===== config.mk =====
export PLATFORM = sky130hd
export DESIGN_NAME = rstcause_tracker
export DESIGN_NICKNAME = d
export VERILOG_FILES = /design/src/rtl/rstcause_pkg.sv /design/src/rtl/rstcause_ctrl.sv /design/src/rtl/rstcause_dp.sv /design/src/rtl/rstcause_tracker.sv
export SDC_FILE = /design/constraint.sdc
export NUM_CORES = 1
export LEC_CHECK = 0
export ABC_CLOCK_PERIOD_IN_PS = 1200
export BUFFER_PORTS_ARGS = -buffer_cell sky130_fd_sc_hd__buf_4
export CELL_PAD_IN_SITES_DETAIL_PLACEMENT = 1
export CELL_PAD_IN_SITES_GLOBAL_PLACEMENT = 1
export CORE_MARGIN = 5
export CORE_UTILIZATION = 36
export CTS_CLUSTER_DIAMETER = 40
export DETAILED_ROUTE_END_ITERATION = 10
export PLACE_DENSITY = 0.82
export SYNTH_ARGS = -nofsm -noshare
export SYNTH_HDL_FRONTEND = slang
export SYNTH_HIERARCHICAL = 1
export SYNTH_SLANG_ARGS = --single-unit

===== constraint.sdc =====
create_clock -name clk -period 1.2 [get_ports clk]
set_clock_uncertainty 0.2 [all_clocks]
set_input_delay 0.24 -clock clk [delete_from_list [all_inputs] [get_ports clk]]
set_output_delay 0.24 -clock clk [all_outputs]
set_load 0.005 [all_outputs]

===== src/rtl/rstcause_pkg.sv =====
package rstcause_pkg;
  localparam int FLAG_W = 7;
  localparam int F_SOFT   = 0;
  localparam int F_NOWDOG = 1;
  localparam int F_AWAKE  = 2;
  localparam int F_PWRON  = 3;
  localparam int F_BROWN  = 4;
  localparam int F_STKHI  = 5;
  localparam int F_STKLO  = 6;
  localparam int NUM_EVT  = 8;

  localparam logic [FLAG_W-1:0] FLAGS_POWERON = 7'b0000111;

  typedef enum logic [1:0] {
    MODE_FULL  = 2'd0,
    MODE_RUN   = 2'd1,
    MODE_IDLE  = 2'd2,
    MODE_SLEEP = 2'd3
  } pwrMode_e;

  typedef enum logic [1:0] {
    PC_ZERO   = 2'd0,
    PC_PLUS2  = 2'd1,
    PC_VEC_HI = 2'd2,
    PC_VEC_LO = 2'd3
  } pcSel_e;

  // priority slots, highest first
  typedef enum int {
    SLOT_PWRON = 0, SLOT_BROWN = 1, SLOT_MCLR = 2, SLOT_WDOG = 3,
    SLOT_OVF = 4, SLOT_UNF = 5, SLOT_SWRST = 6, SLOT_IRQ = 7
  } evtSlot_e;

  typedef struct packed {
    logic              hit;
    logic              doRestart;
    logic              doResume;
    pcSel_e            pcSel;
    logic [FLAG_W-1:0] setMask;
    logic [FLAG_W-1:0] clrMask;
  } ctrlStrobes_t;
endpackage


===== src/rtl/rstcause_ctrl.sv =====
module rstcause_ctrl
  import rstcause_pkg::*;
(
  input  logic         evtPowerOn,
  input  logic         evtBrownOut,
  input  logic         evtSwReset,
  input  logic         evtMasterClr,
  input  logic         evtWdog,
  input  logic         evtStackOvf,
  input  logic         evtStackUnf,
  input  logic         evtIrqWake,
  input  logic [1:0]   pwrMode,
  input  logic         stackRstEn,
  input  logic         irqHiEn,
  input  logic         irqLoEn,
  input  logic         wakeHiPri,
  output ctrlStrobes_t strb
);
  pwrMode_e mode;
  logic lowPower;
  logic [NUM_EVT-1:0] evtVec;
  logic [NUM_EVT-1:0] grant;
  logic [NUM_EVT-1:0] higherSeen;

  assign mode     = pwrMode_e'(pwrMode);
  assign lowPower = (mode == MODE_IDLE) || (mode == MODE_SLEEP);

  always_comb begin
    evtVec              = '0;
    evtVec[SLOT_PWRON]  = evtPowerOn;
    evtVec[SLOT_BROWN]  = evtBrownOut;
    evtVec[SLOT_MCLR]   = evtMasterClr;
    evtVec[SLOT_WDOG]   = evtWdog;
    evtVec[SLOT_OVF]    = evtStackOvf;
    evtVec[SLOT_UNF]    = evtStackUnf;
    evtVec[SLOT_SWRST]  = evtSwReset;
    evtVec[SLOT_IRQ]    = evtIrqWake && (mode != MODE_FULL);
  end

  // fixed-priority grant: one slot per stage
  genvar g;
  generate
    for (g = 0; g < NUM_EVT; g++) begin : gPrio
      if (g == 0) begin : gFirst
        assign higherSeen[g] = 1'b0;
      end else begin : gRest
        assign higherSeen[g] = higherSeen[g-1] | evtVec[g-1];
      end
      assign grant[g] = evtVec[g] & ~higherSeen[g];
    end
  endgenerate

  always_comb begin
    strb           = '0;
    strb.pcSel     = PC_ZERO;
    strb.hit       = |grant;
    if (grant[SLOT_PWRON]) begin
      strb.setMask   = FLAGS_POWERON;
      strb.clrMask   = ~FLAGS_POWERON;
      strb.doRestart = 1'b1;
    end else if (grant[SLOT_BROWN]) begin
      strb.setMask[F_SOFT]   = 1'b1;
      strb.setMask[F_NOWDOG] = 1'b1;
      strb.setMask[F_AWAKE]  = 1'b1;
      strb.clrMask[F_BROWN]  = 1'b1;
      strb.doRestart         = 1'b1;
    end else if (grant[SLOT_MCLR]) begin
      strb.doRestart = 1'b1;
      if (mode != MODE_FULL) strb.setMask[F_NOWDOG] = 1'b1;
      if (lowPower)          strb.clrMask[F_AWAKE]  = 1'b1;
    end else if (grant[SLOT_WDOG]) begin
      strb.clrMask[F_NOWDOG] = 1'b1;
      if (lowPower) begin
        strb.clrMask[F_AWAKE] = 1'b1;
        strb.doResume         = 1'b1;
        strb.pcSel            = PC_PLUS2;
      end else begin
        strb.doRestart = 1'b1;
      end
    end else if (grant[SLOT_OVF]) begin
      strb.setMask[F_STKHI] = 1'b1;
      strb.doRestart        = stackRstEn;
    end else if (grant[SLOT_UNF]) begin
      strb.setMask[F_STKLO] = 1'b1;
      strb.doRestart        = stackRstEn;
    end else if (grant[SLOT_SWRST]) begin
      strb.clrMask[F_SOFT] = 1'b1;
      strb.doRestart       = 1'b1;
    end else if (grant[SLOT_IRQ]) begin
      strb.clrMask[F_AWAKE] = 1'b1;
      strb.doResume         = 1'b1;
      if (irqHiEn || irqLoEn) strb.pcSel = wakeHiPri ? PC_VEC_HI : PC_VEC_LO;
      else                    strb.pcSel = PC_PLUS2;
    end
  end
endmodule


===== src/rtl/rstcause_dp.sv =====
module rstcause_dp
  import rstcause_pkg::*;
#(
  parameter int PC_W   = 21,
  parameter int VEC_HI = 8,
  parameter int VEC_LO = 24
) (
  input  logic              clk,
  input  logic              rstN,
  input  ctrlStrobes_t      strb,
  input  logic              wrEn,
  input  logic [FLAG_W-1:0] wrData,
  input  logic [PC_W-1:0]   curPc,
  output logic [FLAG_W-1:0] flags,
  output logic              restartPulse,
  output logic              resumePulse,
  output logic [PC_W-1:0]   nextPc
);
  localparam logic [PC_W-1:0] PC_STEP = PC_W'(2);
  localparam logic [PC_W-1:0] PC_HI   = PC_W'(VEC_HI);
  localparam logic [PC_W-1:0] PC_LO   = PC_W'(VEC_LO);

  logic [FLAG_W-1:0] flagsQ;
  logic [PC_W-1:0]   pcCalc;
  logic [PC_W-1:0]   nextPcQ;
  logic              restartQ, resumeQ;

  always_comb begin
    unique case (strb.pcSel)
      PC_PLUS2:  pcCalc = curPc + PC_STEP;
      PC_VEC_HI: pcCalc = PC_HI;
      PC_VEC_LO: pcCalc = PC_LO;
      default:   pcCalc = '0;
    endcase
  end

  always_ff @(posedge clk or negedge rstN) begin
    if (!rstN) begin
      flagsQ   <= FLAGS_POWERON;
      restartQ <= 1'b0;
      resumeQ  <= 1'b0;
      nextPcQ  <= '0;
    end else begin
      if (strb.hit)  flagsQ <= (flagsQ & ~strb.clrMask) | strb.setMask;
      else if (wrEn) flagsQ <= wrData;
      restartQ <= strb.hit & strb.doRestart;
      resumeQ  <= strb.hit & strb.doResume;
      if (strb.hit && (strb.doRestart || strb.doResume)) nextPcQ <= pcCalc;
    end
  end

  assign flags        = flagsQ;
  assign restartPulse = restartQ;
  assign resumePulse  = resumeQ;
  assign nextPc       = nextPcQ;
endmodule


===== src/rtl/rstcause_tracker.sv =====
module rstcause_tracker
  import rstcause_pkg::*;
#(
  parameter int PC_W   = 21,
  parameter int VEC_HI = 8,
  parameter int VEC_LO = 24
) (
  input  logic            clk,
  input  logic            rstN,
  input  logic            evtPowerOn,
  input  logic            evtBrownOut,
  input  logic            evtSwReset,
  input  logic            evtMasterClr,
  input  logic            evtWdog,
  input  logic            evtStackOvf,
  input  logic            evtStackUnf,
  input  logic            evtIrqWake,
  input  logic [1:0]      pwrMode,
  input  logic            stackRstEn,
  input  logic            irqHiEn,
  input  logic            irqLoEn,
  input  logic            wakeHiPri,
  input  logic [PC_W-1:0] curPc,
  input  logic            wrEn,
  input  logic [6:0]      wrData,
  output logic [6:0]      flags,
  output logic            restartPulse,
  output logic            resumePulse,
  output logic [PC_W-1:0] nextPc
);
  ctrlStrobes_t strb;

  rstcause_ctrl u_ctrl (
    .evtPowerOn  (evtPowerOn),
    .evtBrownOut (evtBrownOut),
    .evtSwReset  (evtSwReset),
    .evtMasterClr(evtMasterClr),
    .evtWdog     (evtWdog),
    .evtStackOvf (evtStackOvf),
    .evtStackUnf (evtStackUnf),
    .evtIrqWake  (evtIrqWake),
    .pwrMode     (pwrMode),
    .stackRstEn  (stackRstEn),
    .irqHiEn     (irqHiEn),
    .irqLoEn     (irqLoEn),
    .wakeHiPri   (wakeHiPri),
    .strb        (strb)
  );

  rstcause_dp #(.PC_W(PC_W), .VEC_HI(VEC_HI), .VEC_LO(VEC_LO)) u_dp (
    .clk         (clk),
    .rstN        (rstN),
    .strb        (strb),
    .wrEn        (wrEn),
    .wrData      (wrData),
    .curPc       (curPc),
    .flags       (flags),
    .restartPulse(restartPulse),
    .resumePulse (resumePulse),
    .nextPc      (nextPc)
  );
endmodule


======== After elaboration in Yosys (flattened, before gate mapping) ========
Index checks and enable logic that the tools add are counted.
operators by class
  add/subtract/negate cells ............... 1
  multiply operators ...................... 0
  divide/modulo/power cells ............... 0
  order comparisons ....................... 0
  eq/ne operators ......................... 5
  shift operators ......................... 0
  mux-type cells .......................... 47
  bitwise gates (word level) .............. 25
  reductions and logical operators ........ 8
operators with widths
  cell                     number
  $pmux W21 S3             1
  $mux W1                  27
  $mux W3                  8
  $add A21 B2 Y21 const B  1
  $mux W7                  2
  $mux W2                  5
  $mux W5                  2
  $and A1 B1 Y1            9
  $eq A2 B2 Y1 const B     4
  $mux W4                  2
  $reduce_or A8 Y1         1
  $and A7 B7 Y7            1
  $not A1 Y1               7
  $not A7 Y7               1
  $or A7 B7 Y7             1
  $or A1 B1 Y1             6
  $reduce_bool A2 Y1       2
  $logic_or A1 B1 Y1       3
  $eq A2 B1 Y1 const B     1
  $logic_and A1 B1 Y1      2
word-level totals
  register bits after elaboration ......... 30
  latch bits .............................. 0
  RAM bits ................................ 0
  memory bits (read-only) ................. 0
  input port bits ......................... 45
  output and inout port bits .............. 30
  logic and storage cells ................. 90
  memories ................................ 0

======== Depth between registers and ports, before layout ========
Gate-level depths: netlist (run 1).
  depth in word-level cells ............... 20
  mapped depth ............................ 10
  mapped depth without buffers ............ 7

======== Cells and area by module ========
The synthesis (run 1) kept the hierarchy.
by module, submodules not included
  module         times used  cells an instance  area each (um^2)  sequential area each (um^2)
  rstcause_dp    1           179                1686.6            754.5
  rstcause_ctrl  1           38                 271.5             0.0

======== Worst setup path before layout (run 1) ========
OpenSTA, ideal clock, no wires.
  path kind ............................... input port to flip-flop
  start ................................... input port evtWdog
  end ..................................... register u_dp.nextPcQ[5], in the netlist u_dp/nextPc[5]
  setup time .............................. 0.129 ns
  data arrival time ....................... 1.705 ns
  required time ........................... 0.871 ns
  path slack .............................. -0.834 ns
  cell stages on the path ................. 10
  path buffers ............................ 3
  cells stage by stage .................... buf_6 nor3_4 nand2_1 or3b_1 buf_4 o21ai_2 nor3b_4 inv_1 buf_2 o21ai_0
RTL lines
  what                  RTL line                RTL
  start, declared       rstcause_tracker.sv:14  input logic evtWdog,
  end signal, assigned  rstcause_dp.sv:48       if (strb.hit && (strb.doRestart || strb.doResume)) nextPcQ <= pcCalc;
  end, declared         rstcause_dp.sv:25       logic [PC_W-1:0] nextPcQ;

==> results of run 1 <==
-- metrics by stage --
| stage | utilization, % | power (mW) |
|---|---|---|
| after floorplan | - | 1.23 |
| after global placement | 55.3 | 1.53 |
| after CTS | 68.1 | 2.54 |
| final | 70.5 | 2.63 |
| after detailed placement | 55.3 | 1.55 |
| after global routing | 70.5 | 2.73 |
-- cell families (layout without fill, tap and decap cells) --
family                     Yosys count  after routing
muxes                                1              1
xor gates and xnor gates            14             14
DFF                                 30             30
AOI/OAI and AO/OA                   52             52
buffers and inverters               26            173
and+or+nand+nor                     92             92
adders and majority gates            1              1
other                                1              2
-- sequential cells by signal, summed over array words and instances, names as in the netlist --
register           cells
u_dp/resumePulse       1
u_dp/restartPulse      1
u_dp/nextPc           21
u_dp/flags             7
-- critical path: cells and delay by family --
family                 cells  cell delay, ns
AND/OR/NAND/NOR            4            0.63
buffers and inverters      4            0.60
AO/OA/AOI/OAI              2            0.39
-- layout by cell type, fill, tap and decap left out, types with 2 or more instances in the layout --
cell type	netlist	final
sky130_fd_sc_hd__buf_4	8	105
sky130_fd_sc_hd__clkbuf_8	0	6
sky130_fd_sc_hd__nand4_4	2	2
sky130_fd_sc_hd__nor2_1	14	12
sky130_fd_sc_hd__a21oi_2	0	3
sky130_fd_sc_hd__buf_6	2	38
sky130_fd_sc_hd__o21ai_2	3	4
sky130_fd_sc_hd__xor2_1	2	2
sky130_fd_sc_hd__xnor2_1	12	12
sky130_fd_sc_hd__nor3_4	2	2
sky130_fd_sc_hd__o311ai_1	2	2
sky130_fd_sc_hd__buf_12	0	4
sky130_fd_sc_hd__nand2_2	0	2
sky130_fd_sc_hd__nand2_1	26	23
sky130_fd_sc_hd__buf_16	0	4
sky130_fd_sc_hd__conb_1	1	2
sky130_fd_sc_hd__a211oi_4	0	4
sky130_fd_sc_hd__o211ai_1	2	2
sky130_fd_sc_hd__dlygate4sd3_1	0	3
sky130_fd_sc_hd__a21oi_1	14	11
sky130_fd_sc_hd__inv_1	10	9
sky130_fd_sc_hd__nor2b_1	7	6
sky130_fd_sc_hd__o21ai_1	6	9
sky130_fd_sc_hd__nor4_2	2	2
sky130_fd_sc_hd__o21ai_0	9	4
sky130_fd_sc_hd__a211oi_2	0	3
sky130_fd_sc_hd__nand4_1	5	5
sky130_fd_sc_hd__dfstp_2	3	3
sky130_fd_sc_hd__a32oi_1	4	3
sky130_fd_sc_hd__and2_4	0	3
sky130_fd_sc_hd__nor3_1	6	6
sky130_fd_sc_hd__nand3_1	10	10
sky130_fd_sc_hd__nor4_4	1	2
sky130_fd_sc_hd__a22o_1	2	2
sky130_fd_sc_hd__dfrtp_1	27	27
-- layout make-up --
type / instances / area, um2
Fill cell: 569 / 1530
Multi-Input combinational cell: 162 / 1250
Sequential cell: 30 / 754
Clock inverter: 1 / 5.00
Clock buffer: 7 / 86.3
Tap cell: 70 / 87.6
Timing Repair Buffer: 155 / 1450
Inverter: 10 / 40.0
-- worst paths after layout --
path | start | end | depth (start not counted)
min in group asynchronous | rstN | u_dp/nextPc[5]$_DFFE_PN0P_ | 2
max | evtStackUnf | u_dp/nextPc[18]$_DFFE_PN0P_ | 10
max in group asynchronous | rstN | u_dp/flags[1]$_DFFE_PN1P_ | 2
min reg2reg | u_dp/nextPc[9]$_DFFE_PN0P_ | u_dp/nextPc[9]$_DFFE_PN0P_ | 2
max reg2reg | u_dp/flags[1]$_DFFE_PN1P_ | u_dp/flags[1]$_DFFE_PN1P_ | 4
min | wrData[4] | u_dp/flags[4]$_DFFE_PN0P_ | 3
-- power groups by stage --
stage	clock, mW	combinational (mW)	sequential (mW)
after floorplan	0	0.171	1.06
after global placement	0	0.472	1.06
after detailed placement	0	0.488	1.06
after CTS	0.894	0.599	1.04
after global routing	0.976	0.710	1.05
final	0.905	0.680	1.05
-- per-layer routing --
layer / track usage, % / vias up / wire length, um
met4: 14.8 / 0 / 633
met5: 0 / - / 0
met3: 7.01 / 50 / 658
met1: 31.3 / 1245 / 4210
met2: 52.9 / 153 / 5830
li1: - / 1053 / -
-- timing repair --
action                     4_1_cts  5_1_grt
pin swaps                       13        0
hold endpoints to repair        29        0
resized for setup               74       13
hold buffers                     3        0
setup endpoints to repair       60       60
setup buffers                   20       10
gates cloned                     4        0
==> flow_summary.ini, run 1 <==
[power_and_ir_drop]
cellLeakagePower_nw = 1.67
clockPowerShare_pct = 34.4
peak_supply_drop_mv = 0.509
power.sequential.fraction_pct = 39.7
power.share.switching_pct = 30.4
power.density_mw_per_mm2 = 717
power_switching_mw = 0.801
internal_power_mw = 1.83
combinationalPowerShare_pct = 25.9

[route]
initialDrtViolationCount = 153
totalWireLength_um = 11300
ant_nets = 0
per_cell_via_count_in_the_routed_design = 5.75
dr_total_vias = 2501
drt_pass1_iterations = 4
detail_route.wl_per_cell_um = 26.0
drcViolationCount = 0

[placed_design]
pre_cts_ws_ns = -0.937
dp.cells = 390
placed_area_mm2 = 0.00288
io_buffer_count = 74
gp_routability_congestion = 0.891
detailed_place_hpwl_um = 5040

[logic_synthesis]
share_of_cell_area_taken_by_muxes_after_synthesis_pct = 0.511
compound_cell_area_share_of_the_yosys_netlist_pct = 16.9
post_synth_inst_count = 217
synth_ff_type = sky130_fd_sc_hd__dfrtp_1
synth_cell_type_count = 47
synth_area_mm2 = 0.00196
largest_family_of_logic_cells_by_synthesized_area = simple AND/OR/NAND/NOR gates
synth_fa_ha_area_share_pct = 0.639
synth-simple-area-share_pct = 29.6
ys_seq_area_share_pct = 38.5
synth_async_sr_flop_share_pct = 100
synthTopCellsByArea = sky130_fd_sc_hd__dfrtp_1, sky130_fd_sc_hd__xnor2_1, sky130_fd_sc_hd__nand2_1
yosys.area_share.xor_xnor_pct = 6.26
synth_warnings = 6
ys_ff_latch = 30
synth_area_leader_cell = sky130_fd_sc_hd__dfrtp_1
synth-edff-count = 0
post_synth.cell_area_avg_um2 = 9.02
share_of_yosys_cell_area_claimed_by_the_top_area_cell_type_pct = 34.5
post-synth-top-count-cell = sky130_fd_sc_hd__dfrtp_1
top_cells_by_instance_count_after_synthesis = sky130_fd_sc_hd__dfrtp_1, sky130_fd_sc_hd__nand2_1, sky130_fd_sc_hd__a21oi_1, sky130_fd_sc_hd__nor2_1, sky130_fd_sc_hd__xnor2_1

[floorplan]
design.portCount = 75
start_util_pct = 37.6
die_width_um = 83.8
die_height_um = 83.8
core_area_mm2 = 0.00520
die_area_mm2 = 0.00701
placement_rows = 26

[worst_setup_path]
cpMostUsedCell = sky130_fd_sc_hd__buf_4
critical_path_peak_fanout = 14
cp_data_arrival_time_ns = 1.88
critical_path.endpoint_type = flop
ff_to_ff_setup_slack_ns = -0.23
crit_slowest_cell = sky130_fd_sc_hd__a32oi_1
timing_worst_setup_path_type = in2reg
crit_path_cell_trace = buf_6, nor3_4, nand2_1, buf_4, nor3_1, buf_4, nor3b_4, buf_12, a32oi_1, o211ai_1
launching_element_type_of_the_critical_path = input port
worst-endpoint-required_ns = 1.15
cpPeakStageDelay_ns = 0.25

[clock_tree]
worst_setup_hold_path_clk_slew_ns = 0.07
clkLatencyLatePin_ns = 0.29
tritoncts.num_buffers = 5
clock_tree_from_tritoncts = yes
root_buffer = sky130_fd_sc_hd__clkbuf_8
cts-htree-levels = 2
clock_tree.buffer_depth = 2
cts_sinks = 30

[sta]
finalSetupViolCount = 60
final_worst_setup_slack_ns = -0.728
hold-worst-slack_ns = 0.0315
final_min_period_over_clock_period_pct = 161
totalNegativeSetupSlack_ns = -18.50
clock.fmax_mhz = 519
timing.final.hold_violations = 0
number_of_pins_with_negative_max_slew_slack_in_the_final_report = 0
setup_repair_after_global_routing_missed_its_margin = yes
clock_period_minus_worst_slack_ns = 1.93

[final_layout]
layout-area-overhead-vs-synth_pct = 87.5
layout.cell_area.non_filler_mm2 = 0.00367
post_layout_nonfiller_instances = 435
share_of_post_route_cells_with_drive_strength_above_1_pct = 56.7
antennaDiodeCount = 0
finalNetCount = 410

[status]
status = complete, but fails checks
violations = setup timing

[global_routing]
track_usage_pct = 29.2
grt_antenna_before_repair = 0
global_route_wire_length_before_repair_um = 15800
grt_overflow_total = 0
pin_count_of_the_biggest_net_entering_global_routing = 31
grt_pass1_vias = 2793

[hold_path]
min_path_type = in2reg

[job]
timing.max_cap.violations = 0
Note: power is estimated with default switching activity, not from simulation.
==> run 2, diff against run 1 <==
Settings changed: ABC_CLOCK_PERIOD_IN_PS 1200 to 2200, GPL_ROUTABILITY_DRIVEN set to 0.
Clock period 1.2 ns to 2.2 ns, I/O delays scaled along.
==> run 2 against run 1 <==
Net effect:
- the flow now finishes without violations
- global-route usage decreased by 10 points
- sequential share of layout area up 6.6 points
- via count down 22%
- cell count shrank 14%
- largest power group is now clock
- highest routed layer unchanged
==> flow_summary.ini, run 2 (same netlist as run 1, synthesis figures left out) <==
[status]
status = complete, no violations

[clock_tree]
worst_setup_hold_path_clk_slew_ns = 0.07
cts_sinks = 30
clkLatencyLatePin_ns = 0.28
cts-htree-levels = 2
clock_tree.buffer_depth = 2
tritoncts.num_buffers = 5
clock_tree_from_tritoncts = yes
root_buffer = sky130_fd_sc_hd__clkbuf_8

[global_routing]
pin_count_of_the_biggest_net_entering_global_routing = 31
grt_overflow_total = 0
grt_pass1_vias = 2152
global_route_wire_length_before_repair_um = 10700
track_usage_pct = 18.8
grt_antenna_before_repair = 0

[worst_setup_path]
ff_to_ff_setup_slack_ns = 0.98
r2r_cells = 3
crit_buf_inv = 3
worst_r2r_endpoint = u_dp/flags[6]$_DFFE_PN0P_
crit_start = evtBrownOut
launching_element_type_of_the_critical_path = input port
critPathCapture = u_dp/nextPc[10]$_DFFE_PN0P_
cpMostUsedCell = sky130_fd_sc_hd__buf_4
crit_path_cell_trace = buf_4, or3_4, a211oi_2, nor3b_4, clkinvlp_4, buf_4, o21ai_1
worst-endpoint-required_ns = 2.20
timing_worst_setup_path_type = in2reg
cp_top_family = simple AND/OR/NAND/NOR gates
critical_path_cell_count = 7
cpPeakStageDelay_ns = 0.40
critical_path.endpoint_type = flop
crit-reg2reg-launch = u_dp/flags[6]$_DFFE_PN0P_
critical_path_peak_fanout = 8
cp_data_arrival_time_ns = 2.12
crit_slowest_cell = sky130_fd_sc_hd__or3_4

[sta]
timing.final.hold_violations = 0
clock_period_minus_worst_slack_ns = 2.11
number_of_pins_with_negative_max_slew_slack_in_the_final_report = 0
finalSetupViolCount = 0
clock.fmax_mhz = 473
final_min_period_over_clock_period_pct = 96.1

[power_and_ir_drop]
post_layout_power_mw = 1.39
cellLeakagePower_nw = 1.24
peak_supply_drop_mv = 0.317
power.density_mw_per_mm2 = 500

[floorplan]
design.portCount = 75
start_util_pct = 37.6
placement_rows = 26
core_area_mm2 = 0.00520
die_width_um = 83.8
die_area_mm2 = 0.00701
die_height_um = 83.8

[final_layout]
layout.cells.most_common_list = sky130_fd_sc_hd__buf_4, sky130_fd_sc_hd__dfrtp_1, sky130_fd_sc_hd__nand2_1
fill_cell_instance_count_of_the_final_layout = 620
layout.cell_area.non_filler_mm2 = 0.00278
layout_commonest_cell = sky130_fd_sc_hd__buf_4
antennaDiodeCount = 0
share_of_post_route_cells_with_drive_strength_above_1_pct = 41.3
largest_reg_flops = 21
layout-area-overhead-vs-synth_pct = 42.0
finalNetCount = 349

[route]
detail_route.wl_per_cell_um = 17.4
ant_nets = 0
drcViolationCount = 0
totalWireLength_um = 6480
drt_pass1_iterations = 5
per_cell_via_count_in_the_routed_design = 5.23
initialDrtViolationCount = 61
dr_total_vias = 1951

[placed_design]
detailed_place_hpwl_um = 4790
placed_area_mm2 = 0.00263
io_buffer_count = 74

[job]
timing.max_cap.violations = 0

[hold_path]
min_path_type = in2reg
[run 2: changes by cell type in the layout (fill, tap and decap cells not counted), sizes merged]
cell,previous run,this run
clkinv,1,0
dlygate4sd3,3,1
bufinv,0,1
inv,10,9
clkinvlp,0,1
clkbuf,7,6
buf,152,93
[run 2: how the worst min path moves through the flow]
stage          depth (start not counted)                          to     start  slack [ns]
2_1_floorplan                          0   u_dp/flags[3]$_DFFE_PN0P_      rstN       -0.06
4_1_cts                                2  u_dp/nextPc[0]$_DFFE_PN0P_  curPc[0]        0.16
3_5_place_dp                           1   u_dp/flags[4]$_DFFE_PN0P_      rstN        0.21
5_1_grt                                2  u_dp/nextPc[0]$_DFFE_PN0P_  curPc[0]        0.17
6_report                               2  u_dp/nextPc[0]$_DFFE_PN0P_  curPc[0]        0.17
3_3_place_gp                           1   u_dp/flags[3]$_DFFE_PN0P_      rstN        0.20
[run 2: metal layers]
layer / GRT usage (%) / routed length, um / vias up
met5: 0 / 0 / -
met1: 21.7 / 2700 / 970
met2: 33.5 / 3410 / 39
li1: - / - / 933
met3: 4.74 / 228 / 9
met4: 6.87 / 131 / 0
[run 2: repair_timing]
item / 4_1_cts / 5_1_grt
setup endpoints to repair: 1 / 9
pin swaps: 0 / 1
setup buffers: 0 / 2
hold buffers: 1 / 0
endpoints found under the hold margin: 27 / 0
resized for setup: 1 / 2
[run 2: cell type report]
| class | instances | area, um2 | area share, % |
|---|---|---|---|
| tap | 70 | 87.6 | 3.15 |
| clock inverter | 1 | 30.0 | 1.08 |
| multi-input combinational | 162 | 1080 | 38.7 |
| timing repair buffer | 94 | 708 | 25.5 |
| clock buffer | 6 | 82.6 | 2.97 |
| inverter | 10 | 41.3 | 1.48 |
| sequential | 30 | 754 | 27.1 |
[run 2: worst reg2reg max path: stages (launching register included)]
cell                       delay [ns]
sky130_fd_sc_hd__dfrtp_1         0.40
sky130_fd_sc_hd__nor2b_1         0.15
sky130_fd_sc_hd__a211oi_1        0.27
sky130_fd_sc_hd__a21oi_1         0.08
[run 2: through the flow]
| stage | hold slack [ns] | setup WS (ns) | setup TNS (ns) | std cells | utilization, % |
|---|---|---|---|---|---|
| floorplan | -0.0556 | 0.0132 | 0 | 218 | - |
| global placement | 0.196 | -0.163 | -2.12 | 363 | 50.6 |
| detailed placement | 0.208 | -0.236 | -3.07 | 363 | 50.6 |
| CTS | 0.165 | 0.0245 | 0 | 371 | 53.0 |
| global route | 0.170 | -0.000992 | -0.000992 | 373 | 53.4 |
| finish | 0.171 | 0.0862 | 0 | 373 | 53.4 |
[run 2: report_power, final]
part | switching [mW] | internal (mW) | leakage, nW
logic | 0.120 | 0.112 | 0.787
clock network | 0.230 | 0.362 | 0.0573
registers | 0.00651 | 0.562 | 0.396
total | 0.356 | 1.04 | 1.24
==> run 3, diff against run 2 <==
Settings changed: RECOVER_POWER set to 100.
==> run 3 against run 2 <==
Net effect:
- clock-buffer cell count unchanged
- sequential share of layout area grew 0.22 points
- largest cell class unchanged
- critical path depth grew 1
- register-to-register slack barely moved
==> flow_summary.ini, run 3 (same netlist as run 1, synthesis figures left out) <==
[power_and_ir_drop]
clockPowerShare_pct = 42.7
combinationalPowerShare_pct = 16.4
power.density_mw_per_mm2 = 504
peak_supply_drop_mv = 0.315
power.sequential.fraction_pct = 40.9
internal_power_mw = 1.03
power_switching_mw = 0.357
cellLeakagePower_nw = 1.20
power.share.switching_pct = 25.7

[final_layout]
share_of_post_route_cells_with_drive_strength_above_1_pct = 38.9
layout_commonest_cell = sky130_fd_sc_hd__buf_4
finalNetCount = 349
layout.cells.most_common_list = sky130_fd_sc_hd__buf_4, sky130_fd_sc_hd__dfrtp_1, sky130_fd_sc_hd__nand2_1
antennaDiodeCount = 0
fin_util_pct = 53.0
largest_reg_flops = 21
layout-area-overhead-vs-synth_pct = 40.9

[sta]
totalNegativeSetupSlack_ns = 0
timing.max_slew.rel_slack_pct = 46.5
number_of_pins_with_negative_max_slew_slack_in_the_final_report = 0
hold-worst-slack_ns = 0.170
max_slew.worst_pin.slew_ns = 0.803
final_worst_setup_slack_ns = 0.0533
clock.fmax_mhz = 466
clock_period_minus_worst_slack_ns = 2.15
final_min_period_over_clock_period_pct = 97.6
timing.final.hold_violations = 0
finalSetupViolCount = 0

[floorplan]
die_area_mm2 = 0.00701
core_area_mm2 = 0.00520
design.portCount = 75
start_util_pct = 37.6
placement_rows = 26
die_height_um = 83.8
die_width_um = 83.8

[worst_setup_path]
worst-endpoint-required_ns = 2.22
critical_path_peak_fanout = 17
launching_element_type_of_the_critical_path = input port
critical_path.endpoint_type = flop
timing_worst_setup_path_type = in2reg
cp_data_arrival_time_ns = 2.16

[job]
timing.max_cap.violations = 0

[clock_tree]
root_buffer = sky130_fd_sc_hd__clkbuf_8
clkLatencyLatePin_ns = 0.29
worst_setup_hold_path_clk_slew_ns = 0.07
clock_tree_from_tritoncts = yes
cts_sinks = 30
cts-htree-levels = 2
clock_tree.buffer_depth = 2
tritoncts.num_buffers = 5

[route]
per_cell_via_count_in_the_routed_design = 5.21
totalWireLength_um = 6470
detail_route.wl_per_cell_um = 17.4
drt_pass1_iterations = 4
dr_total_vias = 1943
drcViolationCount = 0
ant_nets = 0
initialDrtViolationCount = 67

[placed_design]
detailed_place_hpwl_um = 4790
pre_cts_ws_ns = -0.236
io_buffer_count = 74

[global_routing]
global_route_wire_length_before_repair_um = 10700
grt_overflow_total = 0
grt_pass1_vias = 2152
grt_antenna_before_repair = 0
track_usage_pct = 18.8
pin_count_of_the_biggest_net_entering_global_routing = 31

[hold_path]
min_path_type = in2reg

[status]
status = complete, no violations
## run 3: changes by cell type in the layout (fill, tap and decap cells not counted), sizes merged
cell,before,now
clkbuf,6,38
buf,93,61
## run 3: metrics by stage
step	instance area [um2]	power (mW)	instances
2_1_floorplan	1970	0.667	218
3_3_place_gp	2630	0.797	363
3_5_place_dp	2630	0.804	363
4_1_cts	2760	1.41	371
5_1_grt	2760	1.45	373
6_report	2760	1.39	373
## run 3: final timing paths
| check | start | endpoint | slack (ns) | cells after the start |
|---|---|---|---|---|
| max | pwrMode[1] | u_dp/flags[5]$_DFFE_PN0P_ | 0.05 | 8 |
| min | curPc[0] | u_dp/nextPc[0]$_DFFE_PN0P_ | 0.17 | 2 |
| max reg2reg | u_dp/flags[6]$_DFFE_PN0P_ | u_dp/flags[6]$_DFFE_PN0P_ | 0.98 | 3 |
| min reg2reg | u_dp/nextPc[3]$_DFFE_PN0P_ | u_dp/nextPc[3]$_DFFE_PN0P_ | 0.29 | 2 |
| max in group asynchronous | rstN | u_dp/resumePulse$_DFF_PN0_ | 0.71 | 2 |
| min in group asynchronous | rstN | u_dp/nextPc[6]$_DFFE_PN0P_ | 0.58 | 2 |
## run 3: final cells by class
class	count	area, um2
Timing Repair Buffer	94	686
Fill cell	620	2450
Clock buffer	6	82.6
Inverter	10	41.3
Multi-Input combinational cell	162	1080
Sequential cell	30	754
Tap cell	70	87.6
Clock inverter	1	30.0
## run 3: layer usage
metal / track usage, % / up-vias / share of wire, %
met4: 6.87 / 0 / 1.5
li1: - / 933 / -
met5: 0 / - / 0
met1: 21.7 / 955 / 42
met2: 33.5 / 47 / 53
met3: 4.74 / 8 / 3.9
## run 3: power by group through the flow
stage / logic [mW] / registers [mW] / clock network [mW]
3_3_place_gp: 0.219 / 0.578 / 0
4_1_cts: 0.229 / 0.568 / 0.608
5_1_grt: 0.249 / 0.569 / 0.633
3_5_place_dp: 0.226 / 0.579 / 0
2_1_floorplan: 0.0879 / 0.579 / 0
6_report: 0.228 / 0.568 / 0.593
## run 3: repair_timing
item                       CTS  global route
hold buffers                 1             0
setup endpoints to repair    1             9
setup buffers                0             2
hold endpoints to repair    27             0
gates resized for setup      1             2
pin swaps                    0             1
## run 3: critical path, cell delays in order
cell,delay [ns]
sky130_fd_sc_hd__clkbuf_4,0.12
sky130_fd_sc_hd__or2_2,0.33
sky130_fd_sc_hd__nand2_1,0.10
sky130_fd_sc_hd__or3b_1,0.41
sky130_fd_sc_hd__clkbuf_2,0.30
sky130_fd_sc_hd__mux2i_1,0.26
sky130_fd_sc_hd__nand2_1,0.10
sky130_fd_sc_hd__nand3_1,0.09
